`src/rtl/mask_cam_pkg.sv`:
```
package mask_cam_pkg;
  localparam int unsigned DEF_WORDS = 16;
  localparam int unsigned DEF_WIDTH = 32;

  typedef enum logic [1:0] {
    PEND_HOLD = 2'd0,
    PEND_LOAD = 2'd1,
    PEND_STEP = 2'd2
  } pend_op_e;
endpackage

```
`src/rtl/cam_row.sv`:
```
module cam_row #(
  parameter int unsigned WIDTH = 32
) (
  input  logic             clk,
  input  logic             rst_n,
  input  logic             row_sel,
  input  logic             wr_en,
  input  logic [WIDTH-1:0] mask,
  input  logic [WIDTH-1:0] wr_data,
  input  logic [WIDTH-1:0] key,
  output logic [WIDTH-1:0] word_q,
  output logic             valid_q,
  output logic             match
);
  logic             do_write;
  logic [WIDTH-1:0] bit_eq;

  assign do_write = row_sel & wr_en;

  always_ff @(posedge clk) begin
    if (!rst_n) begin
      word_q  <= '0;
      valid_q <= 1'b0;
    end else if (do_write) begin
      word_q  <= (word_q & ~mask) | (wr_data & mask);
      valid_q <= 1'b1;
    end
  end

  // per-bit equivalence, masked positions forced to agree
  assign bit_eq = ~(word_q ^ key) | ~mask;
  assign match  = valid_q & (&bit_eq);


  masked_bits_kept_chk: assert property (@(posedge clk) disable iff (!rst_n)
    (row_sel && wr_en) |=> ((word_q & ~$past(mask)) == ($past(word_q) & ~$past(mask))));


  unselected_stable_chk: assert property (@(posedge clk) disable iff (!rst_n)
    !(row_sel && wr_en) |=> ($stable(word_q) && $stable(valid_q)));
endmodule

```
`src/rtl/cam_first_sel.sv`:
```
module cam_first_sel #(
  parameter int unsigned N  = 16,
  parameter int unsigned IW = 4
) (
  input  logic          clk,
  input  logic          rst_n,
  input  logic [N-1:0]  req,
  output logic [N-1:0]  grant,
  output logic [IW-1:0] idx,
  output logic          any
);
  always_comb begin
    grant = '0;
    idx   = '0;
    for (int i = N - 1; i >= 0; i--) begin
      if (req[i]) begin
        grant = '0;
        grant[i] = 1'b1;
        idx = IW'(i);
      end
    end
  end

  assign any = |req;


  grant_onehot_chk: assert property (@(posedge clk) disable iff (!rst_n)
    $onehot0(grant) && ((grant & ~req) == '0) && (any == (grant != '0)));


  lowest_first_chk: assert property (@(posedge clk) disable iff (!rst_n)
    ((req & (grant - N'(1))) == '0));
endmodule

```
`src/rtl/cam_pending.sv`:
```
module cam_pending
  import mask_cam_pkg::*;
#(
  parameter int unsigned N = 16
) (
  input  logic         clk,
  input  logic         rst_n,
  input  logic         srch_en,
  input  logic         srch_nxt,
  input  logic [N-1:0] match_now,
  input  logic [N-1:0] grant,
  output logic [N-1:0] match_q,
  output logic [N-1:0] pend_q
);
  pend_op_e op;

  always_comb begin
    if (srch_en)                    op = PEND_LOAD;
    else if (srch_nxt && |pend_q)   op = PEND_STEP;
    else                            op = PEND_HOLD;
  end

  always_ff @(posedge clk) begin
    if (!rst_n) begin
      match_q <= '0;
      pend_q  <= '0;
    end else begin
      case (op)
        PEND_LOAD: begin
          match_q <= match_now;
          pend_q  <= match_now;
        end
        PEND_STEP: pend_q <= pend_q & ~grant;
        default: ;
      endcase
    end
  end


  pend_subset_chk: assert property (@(posedge clk) disable iff (!rst_n)
    ((pend_q & ~match_q) == '0));


  step_removes_one_chk: assert property (@(posedge clk) disable iff (!rst_n)
    (!srch_en && srch_nxt && (pend_q != '0)) |=>
      (($countones(pend_q) + 1 == $countones($past(pend_q))) && $stable(match_q)));


  idle_nxt_chk: assert property (@(posedge clk) disable iff (!rst_n)
    (!srch_en && (pend_q == '0)) |=> ((pend_q == '0) && $stable(match_q)));
endmodule

```
`src/rtl/mask_cam.sv`:
```
module mask_cam
  import mask_cam_pkg::*;
#(
  parameter int unsigned WORDS = DEF_WORDS,
  parameter int unsigned WIDTH = DEF_WIDTH,
  localparam int unsigned IDXW = (WORDS > 1) ? $clog2(WORDS) : 1
) (
  input  logic             clk,
  input  logic             rst_n,
  input  logic             mask_ld,
  input  logic [WIDTH-1:0] mask_in,
  input  logic             wr_en,
  input  logic [IDXW-1:0]  wr_addr,
  input  logic [WIDTH-1:0] wr_data,
  input  logic             srch_en,
  input  logic [WIDTH-1:0] srch_key,
  input  logic             srch_nxt,
  output logic [WORDS-1:0] srch_match_vec,
  output logic             srch_hit,
  output logic [IDXW-1:0]  srch_idx,
  output logic [WIDTH-1:0] srch_data
);
  logic [WIDTH-1:0] mask_q;
  logic [WORDS-1:0] row_sel;
  logic [WORDS-1:0] row_match;
  logic [WORDS-1:0] row_valid;
  logic [WIDTH-1:0] row_word [WORDS];
  logic [WORDS-1:0] pend;
  logic [WORDS-1:0] grant;
  logic             any_pend;

  always_ff @(posedge clk) begin
    if (!rst_n)       mask_q <= '1;
    else if (mask_ld) mask_q <= mask_in;
  end

  for (genvar g = 0; g < WORDS; g++) begin : g_row
    assign row_sel[g] = (wr_addr == IDXW'(g));

    cam_row #(.WIDTH(WIDTH)) row_i (
      .clk     (clk),
      .rst_n   (rst_n),
      .row_sel (row_sel[g]),
      .wr_en   (wr_en),
      .mask    (mask_q),
      .wr_data (wr_data),
      .key     (srch_key),
      .word_q  (row_word[g]),
      .valid_q (row_valid[g]),
      .match   (row_match[g])
    );
  end

  cam_pending #(.N(WORDS)) pend_i (
    .clk       (clk),
    .rst_n     (rst_n),
    .srch_en   (srch_en),
    .srch_nxt  (srch_nxt),
    .match_now (row_match),
    .grant     (grant),
    .match_q   (srch_match_vec),
    .pend_q    (pend)
  );

  cam_first_sel #(.N(WORDS), .IW(IDXW)) sel_i (
    .clk   (clk),
    .rst_n (rst_n),
    .req   (pend),
    .grant (grant),
    .idx   (srch_idx),
    .any   (any_pend)
  );

  assign srch_hit  = any_pend;
  assign srch_data = any_pend ? row_word[srch_idx] : '0;


  invalid_never_match_chk: assert property (@(posedge clk) disable iff (!rst_n)
    ((row_match & ~row_valid) == '0));


  hit_in_vec_chk: assert property (@(posedge clk) disable iff (!rst_n)
    srch_hit |-> srch_match_vec[srch_idx]);


  search_loads_chk: assert property (@(posedge clk) disable iff (!rst_n)
    srch_en |=> (srch_match_vec == $past(row_match)));


  reset_state_chk: assert property (@(posedge clk)
    !rst_n |=> ((mask_q == '1) && (row_valid == '0) && !srch_hit));
endmodule

```
`config.mk`:
```
export PLATFORM = sky130hd
export DESIGN_NAME = mask_cam
export DESIGN_NICKNAME = d
export VERILOG_FILES = /design/src/rtl/mask_cam_pkg.sv /design/src/rtl/cam_row.sv /design/src/rtl/cam_first_sel.sv /design/src/rtl/cam_pending.sv /design/src/rtl/mask_cam.sv
export SDC_FILE = /design/constraint.sdc
export NUM_CORES = 2
export LEC_CHECK = 0
export BUFFER_PORTS_ARGS = -buffer_cell sky130_fd_sc_hd__buf_2
export CAP_MARGIN = 0
export CORE_AREA = 2 2 287 289
export CTS_BUF_LIST = sky130_fd_sc_hd__clkbuf_8
export DETAILED_ROUTE_END_ITERATION = 10
export DIE_AREA = 0 0 289 291
export HOLD_SLACK_MARGIN = 0.08
export SYNTH_ARGS = -nofsm -noshare
export SYNTH_HDL_FRONTEND = slang
export SYNTH_SLANG_ARGS = --single-unit
export TNS_END_PERCENT = 5
```
`constraint.sdc`:
```
create_clock -name clk -period 3.05 [get_ports clk]
set_clock_uncertainty 0.1 [all_clocks]
set_input_delay 0.305 -clock clk [delete_from_list [all_inputs] [get_ports clk]]
set_output_delay 0.305 -clock clk [all_outputs]
set_load 0.03 [all_outputs]
```
### After elaboration in Yosys (flattened, before gate mapping)

Cells that the tools add are included.

* register bits after elaboration: 592
* latch bits: 0
* memory bits (writable): 0
* bits in read-only memories: 0
* memories: 0

* $add $sub $neg: 0
* multipliers: 0
* divide/modulo/power cells: 0
* $lt $le $gt $ge: 1
* equality and inequality tests: 17
* shift-type cells: 0
* mux-type cells: 39
* bitwise logic cells: 117
* reduce and logical (&&, ||, !) cells: 20

Operator list (number)
* $or A32 B32 Y32: 32
* $and A32 B32 Y32: 17
* $not A32 Y32: 17
* $reduce_and A32 Y1: 16
* $xor A32 B32 Y32: 16
* $mux W16: 16
* $bmux W32 S4: 1
* $mux W32: 3
* $mux W4: 16
* $and A1 B1 Y1: 32
* $eq A4 B4 Y1 const B: 8
* $pmux W16 S2: 1
* $and A16 B16 Y16: 1
* $eq A4 B3 Y1 const B: 4
* $not A16 Y16: 1
* $reduce_or A16 Y1: 1
* $eq A4 B2 Y1 const B: 2
* $ge A5 B5 Y1 const B: 1
* $not A4 Y5: 1
* $eq A4 B1 Y1 const B: 1
* $logic_not A4 Y1: 1
* $mux W2: 2
* $eq A2 B1 Y1 const B: 1
* $eq A2 B2 Y1 const B: 1
* other kinds (2): 2

### Logic depth before layout (Yosys ltp)

* depth in word-level cells: 21
* depth in mapped cells: 10
* depth with buffers taken out: 8

### Modules after synthesis

Synthesis repeated with hierarchy kept, for this count alone.

* cell total of the unflattened synthesis: 4480
* area total of the unflattened synthesis: 36516.3 um^2

Modules (own cells, without submodules)
* cam_row: times used 16, cells each 226, area an instance 1811.7 um^2, sequential area each 660.6 um^2
* mask_cam: times used 1, cells each 673, area an instance 5731.7 um^2, sequential area each 640.6 um^2
* cam_pending: times used 1, cells each 143, area an instance 1471.4 um^2, sequential area each 640.6 um^2
* cam_first_sel: times used 1, cells each 48, area an instance 325.3 um^2, sequential area each 0.0 um^2

### Worst setup path after synthesis

Ideal clock, no wire load.

* kind: register to output
* start: register pend_i.pend_q[0]
* end: output srch_data[15]
* arrival time: 2270 ps
* required time: 2645 ps
* path slack: 375 ps
* cell stages (with the launch flop): 8
* path buffers: 2
* cell sequence: dfxtp_1 > nor4_1 > and2_1 > nand2_1 > inv_1 > buf_2 > clkbuf_1 > a31o_1

* cells in the longest elaborated chain, start to end: 6

RTL lines
* from (decl): line cam_pending.sv:13 `output logic [N-1:0] pend_q`
* from (signal assigned): line cam_pending.sv:31 `pend_q <= match_now;`
* from (signal assigned): line cam_pending.sv:33 `PEND_STEP: pend_q <= pend_q & ~grant;`
* $mux W4: line cam_first_sel.sv:16 `if (req[i]) begin`
* named net srch_idx[3]: line mask_cam.sv:20 `output logic [IDXW-1:0] srch_idx,`
* $not A4 Y5 (implied by the code): line mask_cam.sv:75 `assign srch_data = any_pend ? row_word[srch_idx] : '0;`
* $bmux W32 S4: line mask_cam.sv:75
* $mux W32 (implied by the code) (2 in a row): line mask_cam.sv:75
* $mux W32: line mask_cam.sv:75
* to (decl): line mask_cam.sv:21 `output logic [WIDTH-1:0] srch_data`

The timed path passes the listed nets, and every way through them passes these cells. The select of a mux whose other input is x is not followed.

### Worst setup path in the final report

* start: register pend_i.pend_q[11]
* end: output srch_data[14]

* cells in the longest elaborated chain, start to end: 17

RTL lines (line)
* $mux W4 (12 in a row): cam_first_sel.sv:16
* $not A4 Y5 (implied by the code): mask_cam.sv:75
* $bmux W32 S4: mask_cam.sv:75
* $mux W32 (implied by the code) (2 in a row): mask_cam.sv:75
* $mux W32 *: mask_cam.sv:75

Mark *: on every way between the ends. The rest lies on a longest branch, timed or not. The select of a mux whose other input is x is not followed.

==> flow_summary.yaml <==
timing:
  fmax_mhz: 265
  fin_tns_setup_ns: -20.64
  tightest_slew_ns: 0.993
  post-route-period-util_pct: 124
  rsz0062_at_grt: "yes"
  slew_headroom_pct: 33.8
  post-route-min-period_ns: 3.77
  setup_viol: 33
  finalHoldViolations: 0
  worst_slack_ns: -0.718
  slew_violations: 0
cells_and_area:
  area_delta_synth_final_pct: 18.2
  nNetsFinal: 5099
  post-route-util_pct: 53.7
  drive_gt1_share_pct: 14.8
  final_common_cell: "nand2_1"
  layout_common_cells: "nand2_1 (1,225), dfxtp_1 (574), a21boi_0 (544)"
worst_setup_path:
  r2r-start: "pend_i.pend_q[4]$_SDFFE_PN0P_"
  crit_cells: 9
  crit_required_ns: 2.64
  crit_type: "flip-flop to output port"
  cp_num_buf_inv: 2
  slowest_delay_ns: 0.50
  r2r-end: "pend_i.pend_q[15]$_SDFFE_PN0P_"
  r2r_setup_slack_ns: 0.18
  crit_path_start: "pend_i.pend_q[11]$_SDFFE_PN0P_"
  slowest_stage: "or4_4"
  endpoint: "srch_data[14]"
  critical_path.most_common_cell: "or4_4"
  arrival_ns: 3.36
  start_kind: "flip-flop"
  path_max_fanout: 13
  path_delay_family: "compound AO/OA/AOI/OAI gates"
  reg2reg_depth: 11
  path_cells: "or4_4 -> nor2_1 -> or4_4 -> o22a_4 -> buf_12 -> a211oi_2 -> nor4_1 -> a22o_2 -> buf_6"
  endpoint_kind: "output port"
routing:
  viasPerCell: 6.14
  wirelength_mm: 159
  drtAntennaViolNets: 0
  drc_errors: 0
  routedWlPerCell_microns: 25.9
  vias: 37800
  drt_first_pass_iters: 7
  drt_iter0_drc: 5287
placed_design:
  dp.final_hpwl_mm: 103
  globalplace.congestion: 0.965
  portBuffers: 158
  dp_slack_ns: -0.211
floorplan:
  dieArea_sq_um: 84100
  start_util_pct: 45.4
  die_x_microns: 289
  fp-row-count: 105
  io_pins: 159
  dieHeight_microns: 291
  core-area_sq_um: 81200
outcome:
  outcome: "finished with violations"
  violations: "setup timing"
clock_tree:
  htree_levels: 3
  numCtsBuffers: 109
  cts_tree: "done"
  cts.sinks: 592
  clk_path_buf_depth: 3
  clk_latency_ns: 0.76
  path_clk_slew_ns: 0.06
  cts_root_buf: "clkbuf_8"
logic_synthesis:
  synth_top_family_by_area: "simple AND/OR/NAND/NOR gates"
  synthFlopType: "dfxtp_1"
  synth_compound_area_share_pct: 23.6
  synth_edf_count: 0
  ys_seq_area_share_pct: 32.1
  synthMuxAreaShare_pct: 1.47
  synth_area_sq_um: 36900
  yosys.area_share.simple_pct: 24.5
  async_flop_share_pct: 0
  ys_seq_elements: 592
  yosys_warnings: 0
  synth_cell_types: 55
  synth_area_per_cell_sq_um: 7.46
  synthCells: 4945
  synth-xor-area-share_pct: 12.2
  synth_fa_ha_area_share_pct: 0
  syn_nets: 5051
hold_path:
  holdCritPathClass: "primary input to flip-flop"
global_route:
  met3_usage_pct: 7.79
  busiest_layer: "met2"
  use_met2_pct: 53.4
  grt_pass1_wl_mm: 232
  grt_use_total_pct: 36.7
  antenna_found_initial: 18
  grt_pass1_vias: 34400
  grt_overflow: 0
  grt_max_degree: 114
  met1_usage_pct: 49.7
power:
  clkPwrFrac_pct: 44.1
  p_int_uw: 13000
  p_leak_uw: 0.0167
  p_sw_uw: 5350
  sw_frac_of_total_pct: 29.1
  p_seq_share_pct: 44.1
  ir_drop_mv: 0.343
  p_per_area_nw_per_um2: 421
  comb_power_share_pct: 11.7
  p_total_uw: 18400
job:
  maxCapViolCount: 0
synth_stat cells, drive strengths merged, types with 19 or more instances:
library cell,count,area (sq um)
nand2,1227,4610
dfxtp,592,11900
a21boi,544,4080
nand3,540,2700
xor2,512,4480
clkbuf,441,1660
a22oi,156,1170
buf,134,593
a211oi,105,838
and3,100,626
a21oi,91,455
nand4,65,407
a221oi,60,526
a22o,60,526
mux2i,54,541
a31o,35,307
o21ai,31,155
nor4,30,194
nor2,23,86.3
nor3,22,110
nand2b,19,119
cell type report:
cell class | instances | area, sq um
antenna | 11 | 27.5
clock buffer | 145 | 2000
clock inverter | 55 | 298
fill | 7642 | 37600
inverter | 7 | 52.6
multi-input combinational | 3772 | 23300
sequential | 592 | 11900
tap | 1070 | 1340
timing repair buffer | 509 | 4660
timing repair inverter | 2 | 50.0
cell families after synthesis:
| kind of cell | count (synthesis) |
|---|---|
| xor+xnor | 512 |
| flops | 592 |
| simple gates | 2050 |
| buf+inv | 582 |
| compound gates | 1155 |
| mux | 54 |
power groups by stage:
| stage | Combinational, uW | Clock, uW | Sequential [uW] |
|---|---|---|---|
| after floorplan | 1390 | 0 | 8080 |
| after global placement | 1980 | 0 | 8260 |
| after detailed placement | 1990 | 0 | 8260 |
| after CTS | 2080 | 8140 | 8090 |
| after global routing | 2260 | 8480 | 8110 |
| final | 2150 | 8100 | 8100 |
stage by stage:
stage                     cells  hold WS, ns  instance area (sq um)
after global routing       6158        0.230                  43600
after CTS                  6145        0.172                  43200
final                      6163        0.194                  43600
after global placement     5860        0.346                  39600
after detailed placement   5860        0.354                  39600
after floorplan            4945        0.333                  36900
metal layers:
| layer | vias to the layer above | part of all wire, % |
|---|---|---|
| met5 | - | 0.046 |
| met4 | 12 | 6.5 |
| met3 | 469 | 11 |
| met2 | 2155 | 42 |
| met1 | 17900 | 41 |
| li1 | 17200 | - |
worst register-to-register path, stage by stage (launching register included):
cell,delay [ns]
dfxtp_1,0.38
nor4_4,0.40
buf_4,0.17
and2_1,0.18
nand2_1,0.11
buf_12,0.21
inv_1,0.16
buf_12,0.23
nand3_1,0.17
or3_1,0.36
o21ai_0,0.16
a21boi_0,0.09
how the worst min path moves through the flow:
stage / from / end / cells past startpoint / slack, ns
6_report: wr_addr[1] / flip-flop / 5 / 0.19
4_1_cts: mask_in[0] / mask_q[0]$_SDFFE_PN1P_ / 4 / 0.17
3_5_place_dp: g_row[15].row_i.valid_q$_SDFFE_PN0P_ / g_row[15].row_i.valid_q$_SDFFE_PN0P_ / 1 / 0.35
5_1_grt: mask_in[8] / mask_q[8]$_SDFFE_PN1P_ / 4 / 0.23
2_1_floorplan: mask_in[0] / mask_q[0]$_SDFFE_PN1P_ / 2 / 0.33
3_3_place_gp: g_row[9].row_i.valid_q$_SDFFE_PN0P_ / g_row[9].row_i.valid_q$_SDFFE_PN0P_ / 1 / 0.35
repair_timing:
| action | in CTS | in global routing |
|---|---|---|
| setup buffers | 8 | 6 |
| gates cloned | 5 | 1 |
| endpoints found under the setup margin | 36 | 35 |
| hold endpoints to repair | 558 | 0 |
| gates resized for setup | 128 | 58 |
| pin swaps | 27 | 29 |
| hold buffers | 72 | 0 |
(Power assumes the default switching activity.)
